### src/rtl/clkseq_pkg.sv
package clkseq_pkg;

  localparam int          LVL_W   = 3;
  localparam logic [2:0]  SLOWEST = 3'd4;

  localparam logic [31:0] PLL_S_MASK      = 32'h0000_0007;
  localparam logic [31:0] PLL_FIELD_MASK  = 32'h03FF_3F07;
  localparam logic [31:0] DIV0_BUSY_MASK  = 32'h0111_1111;
  localparam logic [31:0] DIV1_BUSY_MASK  = 32'h0000_0011;
  localparam logic [31:0] DIV1_FIELD_MASK = 32'h0000_0077;
  localparam logic [2:0]  MUX_STAT_ALT    = 3'd2;
  localparam logic [2:0]  MUX_STAT_MAIN   = 3'd1;

  typedef enum logic [1:0] {
    RES_OK        = 2'd0,
    RES_BAD_LEVEL = 2'd1,
    RES_TIMEOUT   = 2'd2
  } result_e;

  typedef enum logic [2:0] {
    STEP_NONE     = 3'd0,
    STEP_ALT_SEL  = 3'd1,
    STEP_PLL_LOCK = 3'd2,
    STEP_MAIN_SEL = 3'd3,
    STEP_DIV0     = 3'd4,
    STEP_DIV1     = 3'd5
  } step_e;

  typedef enum logic [3:0] {
    ST_IDLE, ST_DIV0_WR, ST_DIV0_WAIT, ST_DIV1_WR, ST_DIV1_WAIT,
    ST_S_WR, ST_ALT_SEL, ST_ALT_WAIT, ST_LOCK_WR, ST_PLL_WR,
    ST_LOCK_WAIT, ST_MAIN_SEL, ST_MAIN_WAIT, ST_FIN
  } state_e;

  typedef struct packed {
    logic [9:0] m;
    logic [5:0] p;
    logic [2:0] s;
  } pms_t;

  // Multiplier, pre-divider and post-scaler per level (out-of-range -> slowest)
  function automatic pms_t level_pms(logic [2:0] lvl);
    pms_t v;
    case (lvl)
      3'd0:    v = '{m: 10'd150, p: 6'd3, s: 3'd1};
      3'd1:    v = '{m: 10'd250, p: 6'd6, s: 3'd1};
      3'd2:    v = '{m: 10'd200, p: 6'd6, s: 3'd1};
      3'd3:    v = '{m: 10'd250, p: 6'd6, s: 3'd2};
      default: v = '{m: 10'd200, p: 6'd6, s: 3'd3};
    endcase
    return v;
  endfunction

  function automatic logic [31:0] pack_pms(pms_t v);
    return {6'd0, v.m, 2'd0, v.p, 5'd0, v.s};
  endfunction

  // True when a full relock is required between two levels
  function automatic logic needs_relock(logic [2:0] from_lvl, logic [2:0] to_lvl);
    pms_t a;
    pms_t b;
    a = level_pms(from_lvl);
    b = level_pms(to_lvl);
    return (a.m != b.m) || (a.p != b.p);
  endfunction

  // Seven 3-bit divider fields, field k placed at bits 4k+2:4k
  function automatic logic [31:0] div0_word(logic [2:0] lvl);
    logic [6:0][2:0] f;
    logic [31:0]     w;
    if (lvl == 3'd4)      f = {3'd0, 3'd1, 3'd3, 3'd1, 3'd3, 3'd1, 3'd0};
    else if (lvl < 3'd2)  f = {3'd7, 3'd1, 3'd4, 3'd3, 3'd7, 3'd3, 3'd0};
    else                  f = {3'd7, 3'd1, 3'd3, 3'd3, 3'd7, 3'd3, 3'd0};
    w = '0;
    for (int k = 0; k < 7; k++) w[4*k +: 3] = f[k];
    return w;
  endfunction

  function automatic logic [31:0] div1_fields(logic [2:0] lvl);
    logic [2:0] hi;
    case (lvl)
      3'd0:    hi = 3'd5;
      3'd1:    hi = 3'd4;
      default: hi = 3'd3;
    endcase
    return {25'd0, hi, 1'b0, 3'd0};
  endfunction

  function automatic logic is_wait(state_e st);
    return (st == ST_DIV0_WAIT) || (st == ST_DIV1_WAIT) || (st == ST_ALT_WAIT) ||
           (st == ST_LOCK_WAIT) || (st == ST_MAIN_WAIT);
  endfunction

  function automatic step_e step_of(state_e st);
    case (st)
      ST_ALT_WAIT:  return STEP_ALT_SEL;
      ST_LOCK_WAIT: return STEP_PLL_LOCK;
      ST_MAIN_WAIT: return STEP_MAIN_SEL;
      ST_DIV0_WAIT: return STEP_DIV0;
      ST_DIV1_WAIT: return STEP_DIV1;
      default:      return STEP_NONE;
    endcase
  endfunction

  function automatic logic wait_met(state_e st, logic [2:0] mux, logic lk,
                                    logic [31:0] d0, logic [31:0] d1);
    case (st)
      ST_ALT_WAIT:  return mux == MUX_STAT_ALT;
      ST_LOCK_WAIT: return lk;
      ST_MAIN_WAIT: return mux == MUX_STAT_MAIN;
      ST_DIV0_WAIT: return (d0 & DIV0_BUSY_MASK) == 32'd0;
      ST_DIV1_WAIT: return (d1 & DIV1_BUSY_MASK) == 32'd0;
      default:      return 1'b0;
    endcase
  endfunction

endpackage

### src/rtl/clkseq_wait_timer.sv
module clkseq_wait_timer #(
  parameter int TMO_W = 16
) (
  input  logic             clk,
  input  logic             rst_n,
  input  logic             waiting,
  input  logic [TMO_W-1:0] limit,
  output logic             expired
);
  logic [TMO_W-1:0] cnt;

  always_ff @(posedge clk or negedge rst_n) begin
    if (!rst_n)            cnt <= '0;
    else if (!waiting)     cnt <= '0;
    else if (cnt != '1)    cnt <= cnt + 1'b1;
  end

  assign expired = waiting && (cnt == limit);
endmodule

### src/rtl/clkseq_ctrl.sv
module clkseq_ctrl
  import clkseq_pkg::*;
(
  input  logic             clk,
  input  logic             rst_n,
  input  logic             req_valid,
  input  logic [LVL_W-1:0] req_level,
  input  logic             wait_ok,
  input  logic             wait_expired,
  output state_e           state,
  output logic [LVL_W-1:0] tgt,
  output logic [LVL_W-1:0] cur_level,
  output result_e          result,
  output step_e            fail_step
);
  state_e nxt;
  logic   faster;
  logic   relock;
  logic   accept;
  logic   abort;
  logic   pll_start_relock;

  assign accept = (state == ST_IDLE) && req_valid;
  assign abort  = is_wait(state) && !wait_ok && wait_expired;
  assign pll_start_relock = relock;

  always_comb begin
    nxt = state;
    case (state)
      ST_IDLE: begin
        if (req_valid) begin
          if (req_level > SLOWEST || req_level == cur_level) nxt = ST_FIN;
          else if (req_level < cur_level)                    nxt = ST_DIV0_WR;
          else if (needs_relock(cur_level, req_level))       nxt = ST_ALT_SEL;
          else                                               nxt = ST_S_WR;
        end
      end
      ST_DIV0_WR:   nxt = ST_DIV0_WAIT;
      ST_DIV0_WAIT: if (wait_ok) nxt = ST_DIV1_WR; else if (wait_expired) nxt = ST_FIN;
      ST_DIV1_WR:   nxt = ST_DIV1_WAIT;
      ST_DIV1_WAIT: begin
        if (wait_ok) begin
          if (!faster)               nxt = ST_FIN;
          else if (pll_start_relock) nxt = ST_ALT_SEL;
          else                       nxt = ST_S_WR;
        end else if (wait_expired) nxt = ST_FIN;
      end
      ST_S_WR:      nxt = faster ? ST_FIN : ST_DIV0_WR;
      ST_ALT_SEL:   nxt = ST_ALT_WAIT;
      ST_ALT_WAIT:  if (wait_ok) nxt = ST_LOCK_WR; else if (wait_expired) nxt = ST_FIN;
      ST_LOCK_WR:   nxt = ST_PLL_WR;
      ST_PLL_WR:    nxt = ST_LOCK_WAIT;
      ST_LOCK_WAIT: if (wait_ok) nxt = ST_MAIN_SEL; else if (wait_expired) nxt = ST_FIN;
      ST_MAIN_SEL:  nxt = ST_MAIN_WAIT;
      ST_MAIN_WAIT: begin
        if (wait_ok)               nxt = faster ? ST_FIN : ST_DIV0_WR;
        else if (wait_expired)     nxt = ST_FIN;
      end
      ST_FIN:       nxt = ST_IDLE;
      default:      nxt = ST_IDLE;
    endcase
  end

  always_ff @(posedge clk or negedge rst_n) begin
    if (!rst_n) begin
      state     <= ST_IDLE;
      tgt       <= SLOWEST;
      cur_level <= SLOWEST;
      faster    <= 1'b0;
      relock    <= 1'b0;
      result    <= RES_OK;
      fail_step <= STEP_NONE;
    end else begin
      state <= nxt;
      if (accept) begin
        tgt       <= req_level;
        faster    <= req_level < cur_level;
        relock    <= needs_relock(cur_level, req_level);
        result    <= (req_level > SLOWEST) ? RES_BAD_LEVEL : RES_OK;
        fail_step <= STEP_NONE;
      end
      if (abort) begin
        result    <= RES_TIMEOUT;
        fail_step <= step_of(state);
      end
      if (state == ST_FIN && result == RES_OK) cur_level <= tgt;
    end
  end
endmodule

### src/rtl/clkseq_writer.sv
module clkseq_writer
  import clkseq_pkg::*;
#(
  parameter logic [31:0] LOCK_TIME = 32'h0000_2000
) (
  input  state_e           state,
  input  logic [LVL_W-1:0] tgt,
  input  logic [31:0]      pll_rd_data,
  input  logic [31:0]      div1_rd_data,
  output logic             div0_wr_en,
  output logic [31:0]      div0_wr_data,
  output logic             div1_wr_en,
  output logic [31:0]      div1_wr_data,
  output logic             pll_wr_en,
  output logic [31:0]      pll_wr_data,
  output logic             lock_wr_en,
  output logic [31:0]      lock_wr_data,
  output logic             mux_wr_en,
  output logic             mux_sel_main
);
  logic [31:0] tgt_pll;
  assign tgt_pll = pack_pms(level_pms(tgt));

  assign div0_wr_en   = (state == ST_DIV0_WR);
  assign div0_wr_data = div0_word(tgt);

  assign div1_wr_en   = (state == ST_DIV1_WR);
  assign div1_wr_data = (div1_rd_data & ~DIV1_FIELD_MASK) | div1_fields(tgt);

  assign pll_wr_en    = (state == ST_S_WR) || (state == ST_PLL_WR);
  always_comb begin
    if (state == ST_S_WR) pll_wr_data = (pll_rd_data & ~PLL_S_MASK) | (tgt_pll & PLL_S_MASK);
    else                  pll_wr_data = (pll_rd_data & ~PLL_FIELD_MASK) | tgt_pll;
  end

  assign lock_wr_en   = (state == ST_LOCK_WR);
  assign lock_wr_data = LOCK_TIME;

  assign mux_wr_en    = (state == ST_ALT_SEL) || (state == ST_MAIN_SEL);
  assign mux_sel_main = (state == ST_MAIN_SEL);
endmodule

### src/rtl/clk_level_seq.sv
module clk_level_seq
  import clkseq_pkg::*;
#(
  parameter int          TMO_W     = 16,
  parameter logic [31:0] LOCK_TIME = 32'h0000_2000
) (
  input  logic             clk,
  input  logic             rst_n,
  input  logic             req_valid,
  input  logic [2:0]       req_level,
  output logic             req_ready,
  output logic             done,
  output logic [1:0]       result,
  output logic [2:0]       fail_step,
  output logic [2:0]       cur_level,
  input  logic [TMO_W-1:0] timeout_limit,
  output logic             div0_wr_en,
  output logic [31:0]      div0_wr_data,
  input  logic [31:0]      div0_stat,
  output logic             div1_wr_en,
  output logic [31:0]      div1_wr_data,
  input  logic [31:0]      div1_rd_data,
  input  logic [31:0]      div1_stat,
  output logic             pll_wr_en,
  output logic [31:0]      pll_wr_data,
  input  logic [31:0]      pll_rd_data,
  input  logic             pll_locked,
  output logic             lock_wr_en,
  output logic [31:0]      lock_wr_data,
  output logic             mux_wr_en,
  output logic             mux_sel_main,
  input  logic [2:0]       mux_stat
);
  state_e           state;
  logic [LVL_W-1:0] tgt;
  result_e          res_q;
  step_e            step_q;
  logic             waiting;
  logic             wait_ok;
  logic             wait_expired;

  assign waiting = is_wait(state);
  assign wait_ok = wait_met(state, mux_stat, pll_locked, div0_stat, div1_stat);

  clkseq_wait_timer #(.TMO_W(TMO_W)) i_timer (
    .clk     (clk),
    .rst_n   (rst_n),
    .waiting (waiting),
    .limit   (timeout_limit),
    .expired (wait_expired)
  );

  clkseq_ctrl i_ctrl (
    .clk          (clk),
    .rst_n        (rst_n),
    .req_valid    (req_valid),
    .req_level    (req_level),
    .wait_ok      (wait_ok),
    .wait_expired (wait_expired),
    .state        (state),
    .tgt          (tgt),
    .cur_level    (cur_level),
    .result       (res_q),
    .fail_step    (step_q)
  );

  clkseq_writer #(.LOCK_TIME(LOCK_TIME)) i_writer (
    .state        (state),
    .tgt          (tgt),
    .pll_rd_data  (pll_rd_data),
    .div1_rd_data (div1_rd_data),
    .div0_wr_en   (div0_wr_en),
    .div0_wr_data (div0_wr_data),
    .div1_wr_en   (div1_wr_en),
    .div1_wr_data (div1_wr_data),
    .pll_wr_en    (pll_wr_en),
    .pll_wr_data  (pll_wr_data),
    .lock_wr_en   (lock_wr_en),
    .lock_wr_data (lock_wr_data),
    .mux_wr_en    (mux_wr_en),
    .mux_sel_main (mux_sel_main)
  );

  assign req_ready = (state == ST_IDLE);
  assign done      = (state == ST_FIN);
  assign result    = res_q;
  assign fail_step = step_q;
endmodule

### config.mk
export PLATFORM = sky130hd
export DESIGN_NAME = clk_level_seq
export DESIGN_NICKNAME = d
export VERILOG_FILES = /design/src/rtl/clkseq_pkg.sv /design/src/rtl/clkseq_wait_timer.sv /design/src/rtl/clkseq_ctrl.sv /design/src/rtl/clkseq_writer.sv /design/src/rtl/clk_level_seq.sv
export SDC_FILE = /design/constraint.sdc
export NUM_CORES = 1
export LEC_CHECK = 0
export BUFFER_PORTS_ARGS = -buffer_cell sky130_fd_sc_hd__buf_2
export CORE_AREA = 5 5 113 115
export CTS_BUF_LIST = sky130_fd_sc_hd__clkbuf_8
export DETAILED_ROUTE_END_ITERATION = 10
export DIE_AREA = 0 0 118 120
export PLACE_DENSITY_LB_ADDON = 0.08
export SYNTH_ARGS = -nofsm -noshare
export SYNTH_HDL_FRONTEND = slang
export SYNTH_SLANG_ARGS = --single-unit
### constraint.sdc
create_clock -name clk -period 4.85 [get_ports clk]
set_clock_uncertainty 0.15 [all_clocks]
set_input_delay 0.97 -clock clk [delete_from_list [all_inputs] [get_ports clk]]
set_output_delay 0.97 -clock clk [all_outputs]
set_load 0.01 [all_outputs]
==> results of run 1 <==
-- metal layers --
layer	track usage	up-vias	share of wire
li1	-	1294	-
met1	0.1301	1181	0.43
met2	0.1701	109	0.49
met3	0.03205	6	0.077
met4	0.02724	0	0.0068
met5	0	-	0
-- registers in the layout, indices dropped and copies added, names as in the netlist --
register,flops
i_ctrl.cur_level,3
i_ctrl.fail_step,3
i_ctrl.faster,1
i_ctrl.pll_start_relock,1
i_ctrl.result,2
i_ctrl.state,4
i_ctrl.tgt,3
i_timer.cnt,16
-- layout make-up --
type | count | share of cell area
clock buffers | 6 | 0.02426
clock inverters | 2 | 0.002206
inverters | 6 | 0.006618
multi-input cells | 305 | 0.5239
flip-flops and latches | 33 | 0.2434
well taps | 147 | 0.05404
repair buffers | 98 | 0.1456
-- power breakdown --
group          total [uW]  switching [uW]  internal [uW]
sequential            450             113            337
clock                 217             106            112
combinational         829             483            346
total                1500             702            795
-- cell families (layout without fill, tap and decap cells) --
| group | after synthesis | after routing | synth area share |
|---|---|---|---|
| flip-flops | 33 | 33 | 0.2485 |
| buffers and inverters | 127 | 112 | 0.2808 |
| multiplexers | 11 | 11 | 0.03491 |
| AO/OA/AOI/OAI | 54 | 54 | 0.1111 |
| XOR/XNOR | 26 | 26 | 0.06832 |
| adder cells (fa/ha/maj) | 4 | 4 | 0.01502 |
| other | 2 | 59 | 0.002253 |
| AND/OR/NAND/NOR | 151 | 151 | 0.2391 |
-- critical path, cell delays in order (launching register included) --
cell	delay, ns
dfrtp_1	0.75
or2b_2	0.48
nor2_1	0.59
or3_1	0.28
o21a_1	0.14
buf_2	0.12
-- cell usage after synthesis, types with 4 or more instances --
cell	number
a21o_1	4
a21oi_1	14
and2_1	10
and3_1	7
buf_4	107
buf_6	5
clkbuf_1	5
dfrtp_1	31
ha_1	4
inv_1	6
mux2_2	5
mux2i_1	6
nand2_1	37
nand3_1	4
nand3b_1	4
nand4_1	6
nor2_1	34
nor2b_1	5
nor3_1	12
nor4_1	7
o21a_1	4
o21ai_0	11
o22ai_1	4
or3_1	5
xnor2_1	5
xor2_1	21
-- stage by stage --
stage            util  hold slack [ns]
2_1_floorplan       -           0.2997
3_3_place_gp   0.2829           0.3260
3_5_place_dp   0.2829           0.3351
4_1_cts        0.2906           0.3563
5_1_grt        0.2906           0.3717
6_report       0.2906           0.3533
-- worst paths after layout --
check | startpoint | end | slack, ns
min | i_ctrl.pll_start_relock | i_ctrl.pll_start_relock | 0.35
max reg2reg | i_ctrl.state[2] | i_ctrl.state[0] | 2.11
max | i_ctrl.state[2] | pll_wr_data[10] | 1.08
max in group asynchronous | rst_n | i_ctrl.tgt[0] | 3.40
min reg2reg | i_ctrl.pll_start_relock | i_ctrl.pll_start_relock | 0.35
min in group asynchronous | rst_n | i_timer.cnt[8] | 0.62
==> results.toml, run 1 <==
[place]
place_congestion = 0.7785
place_area_sq_um = 3313
post-place-cells = 589
post-place-ws_ns = 1.390
dp_hpwl_um = 6116
port_buffers = 96

[cts]
cts_resized = 0
cts_tree = "done"
cts-htree-levels = 2
clock-root-buffer = "clkbuf_8"
clock_path_buffers = 2
clk_latency_ns = 0.29
path_clk_slew_ns = 0.07
cts.sink_count = 33
cts_made_buffers = 5
post_cts_buffers = 0
hold_buffers = 0

[grt]
antenna_found_initial = 0
grt_use_total = 0.1029
grt_pass1_vias = 2477
grt_pass1_wl_um = 12300
overflow = 0
grt_start_max_net_pins = 34

[layout]
fin_nets = 607
area_growth_pct = 2.102
seq_area_sq_um = 828.3
multi_input_area_sq_um = 1783
layout_common_cells = "buf_2, conb_1, nand2_1"
final_common_cell = "buf_2"
stdcell_area_sq_um = 3403
fin_cells = 597
drive_gt1_frac = 0.2844
fillers = 1282
insertedDiodeCount = 0

[routing]
drc = 0
drtIter0Drc = 50
via_per_inst = 4.338
wl_um = 7946
wl_per_cell_um = 13.31
ant_nets = 0
vias = 2590
first_pass_iters = 4

[synthesis]
synth_cell_types = 60
syn-cell-area_sq_um = 3333
synth-async-reset-ratio = 1.000
syn_inst = 408
ys.flop_type = "dfrtp_1"
synth.top_cell.area_share = 0.2410
yosysWarnings = 0
synth_enable_flop_cells = 0
synthTopCellsByArea = "buf_4, dfrtp_1, xor2_1"
ys_seq_elements = 33
synth_top_cell_by_area = "buf_4"
syn_area_per_cell_sq_um = 8.170
ys_seq_area_frac = 0.2485

[sta]
rsz0062_at_grt = "no"
fin_ws_ns = 1.082
relSlewSlack = 0.4537
fin_crit_sh = 0.7768
setup_tns_ns = 0
drv_slew = 0
setup_viol = 0
fin_crit_ns = 3.768
hold_viol_final = 0
worst_pin_slew_ns = 0.8195
max_freq_ghz = 0.2654

[power]
power.total_uw = 1496
irDropWorstVdd_mv = 0.1900
leakage_uw = 0.001706
powerDensity_nw_per_um2 = 439.7

[die]
dieArea_sq_um = 14160
rows = 40
core-area_sq_um = 11710
die_w_um = 118
die_h_um = 120
start_util = 0.2846
pin_count = 298

[critical_path]
cp_max_fo = 20
ff2ff_path_depth = 7
critical_path_arrival_ns = 2.65
cp-end-kind = "primary output"
cp.required_ns = 3.73
crit_type = "reg2out"
startpoint_type = "register"

[min_path]
hold_depth = 2
hold_class = "reg2reg"

[job]
max_cap_viol_count = 0

[outcome]
status = "finished, final reports clean"
Power figures use the tool's default switching activity.
==> inputs of run 2 (changes only) <==
ABC_AREA = 1   (was unset)
clock period = 3.2 ns   (was 4.85 ns; I/O delays follow)
==> run 2 against run 1 <==
Against the previous run: worst setup slack lost 0.52 ns; first-iteration DRC count grew 76%; critical path depth grew 2; sequential share of layout area shrank 1.3 points; clock power grew 92%; synthesized cell count grew 27%; critical endpoint unchanged; largest cell class unchanged; largest power group unchanged.
==> results.toml, run 2 <==
[critical_path]
cp_max_fo = 12
cp.required_ns = 2.41
critical_path_arrival_ns = 1.85
crit_type = "reg2out"
cp-end-kind = "primary output"
startpoint_type = "register"

[job]
max_cap_viol_count = 0

[place]
place_area_sq_um = 3472
dp_hpwl_um = 7433
port_buffers = 96
place_congestion = 0.8400
post-place-cells = 711
post-place-ws_ns = 0.8585

[layout]
fin_cells = 719
regMostFlops = "i_timer.cnt"
insertedDiodeCount = 0
fillers = 1310
final_common_cell = "nand2_1"
stdcell_area_sq_um = 3588
largest_register_ffs = 16
fin_nets = 729
top_regs = "i_timer.cnt x16, i_ctrl.state x4"
drive_gt1_frac = 0.2500
layout_common_cells = "nand2_1, buf_2, nor2_1"
final_core_util = 0.3064
area_growth_pct = 5.713

[grt]
grt_pass1_vias = 2854
grt_pass1_wl_um = 14090
grt_use_total = 0.1197
antenna_found_initial = 0
overflow = 0
grt_start_max_net_pins = 34

[cts]
cts-htree-levels = 2
post_cts_buffers = 0
clock_path_buffers = 2
cts_made_buffers = 5
path_clk_slew_ns = 0.08
cts_tree = "done"
clk_latency_ns = 0.28
hold_buffers = 0
clock-root-buffer = "clkbuf_8"
cts_resized = 0
cts.sink_count = 33

[sta]
setup_viol = 0
drv_slew = 0
hold_viol_final = 0
max_freq_ghz = 0.3790
fin_ws_ns = 0.5615
relSlewSlack = 0.4521
rsz0062_at_grt = "no"
fin_crit_ns = 2.639
worst_pin_slew_ns = 0.8219
fin_crit_sh = 0.8245
setup_tns_ns = 0

[die]
core-area_sq_um = 11710
pin_count = 298
die_w_um = 118
start_util = 0.2899
die_h_um = 120
rows = 40
dieArea_sq_um = 14160

[routing]
via_per_inst = 4.217
ant_nets = 0
wl_per_cell_um = 12.54
wl_um = 9019
first_pass_iters = 5
drtIter0Drc = 88
vias = 3032
drc = 0

[synthesis]
syn-cell-area_sq_um = 3395
ys.flop_type = "dfrtp_1"
yosysWarnings = 0
synth-async-reset-ratio = 1.000
synth_cell_types = 35
ys_top_cells_by_count = "nand2_1, buf_4, nor2_1"
syn_inst = 519
synthTopCellsByArea = "buf_4, dfrtp_1, nand2_1"
synth_enable_flop_cells = 0
synth_top_cell_by_area = "buf_4"
ys_seq_area_frac = 0.2440
ys_seq_elements = 33
synth.top_cell.area_share = 0.2322
syn_area_per_cell_sq_um = 6.540
yosysMostFrequentCell = "nand2_1"

[power]
irDropWorstVdd_mv = 0.3777
leakage_uw = 0.002015
powerDensity_nw_per_um2 = 672.9

[min_path]
hold_class = "in2async"

[outcome]
status = "finished, final reports clean"
-- run 2: final cells by class --
cell class / instances / area [sq um] / area share
Clock buffer: 6 / 82.58 / 0.02301
Sequential cell: 33 / 828.3 / 0.2308
Clock inverter: 2 / 33.78 / 0.009414
Tap cell: 147 / 183.9 / 0.05126
Multi-Input combinational cell: 366 / 1714 / 0.4777
Inverter: 68 / 257.7 / 0.07183
Timing Repair Buffer: 97 / 488.0 / 0.1360
-- run 2: critical path: stages, from the launching register on --
cell	delay [ns]
dfrtp_1	0.49
inv_2	0.12
nand2_4	0.13
nor2_1	0.08
inv_1	0.26
o21ai_0	0.25
nand2_1	0.11
buf_2	0.13
-- run 2: path summary, 6_finish.rpt --
kind / from / end / slack, ns / cells after the start
min in group clk: i_ctrl.pll_start_relock / i_ctrl.pll_start_relock / 0.35 / 2
max in group asynchronous: rst_n / i_timer.cnt[15] / 2.09 / 1
max reg2reg: i_ctrl.state[0] / i_timer.cnt[13] / 1.12 / 10
max: i_ctrl.state[3] / pll_wr_data[10] / 0.56 / 7
min: rst_n / i_timer.cnt[14] / 0.30 / 1
min reg2reg: i_ctrl.pll_start_relock / i_ctrl.pll_start_relock / 0.35 / 2
-- run 2: metal layers --
layer,vias to the layer above,track usage,share of wire
met2,126,0.2295,0.52
met3,10,0.03110,0.075
li1,1545,-,-
met5,-,0,0
met1,1351,0.1315,0.40
met4,0,0.02581,0.0082
-- run 2: per-stage QoR --
stage          hold WS (ns)  power, uW
3_5_place_dp         0.3366       2028
3_3_place_gp         0.3233       2035
4_1_cts              0.3409       2463
5_1_grt              0.3709       2650
6_report             0.3018       2415
2_1_floorplan        0.1944       1688
-- run 2: power by group --
| group | total, uW | internal (uW) | switching, uW |
|---|---|---|---|
| Sequential | 626 | 516 | 109 |
| Clock | 417 | 251 | 166 |
| Combinational | 1370 | 465 | 907 |
| Total | 2410 | 1230 | 1180 |
-- run 2: kinds of logic after synthesis --
group	Yosys count	synth area share
and+or+nand+nor	246	0.3306
buffers and inverters	177	0.3140
AOI/OAI and AO/OA	55	0.08920
DFF	33	0.2440
adders and majority gates	4	0.01474
xor gates and xnor gates	2	0.005161
other	2	0.002212
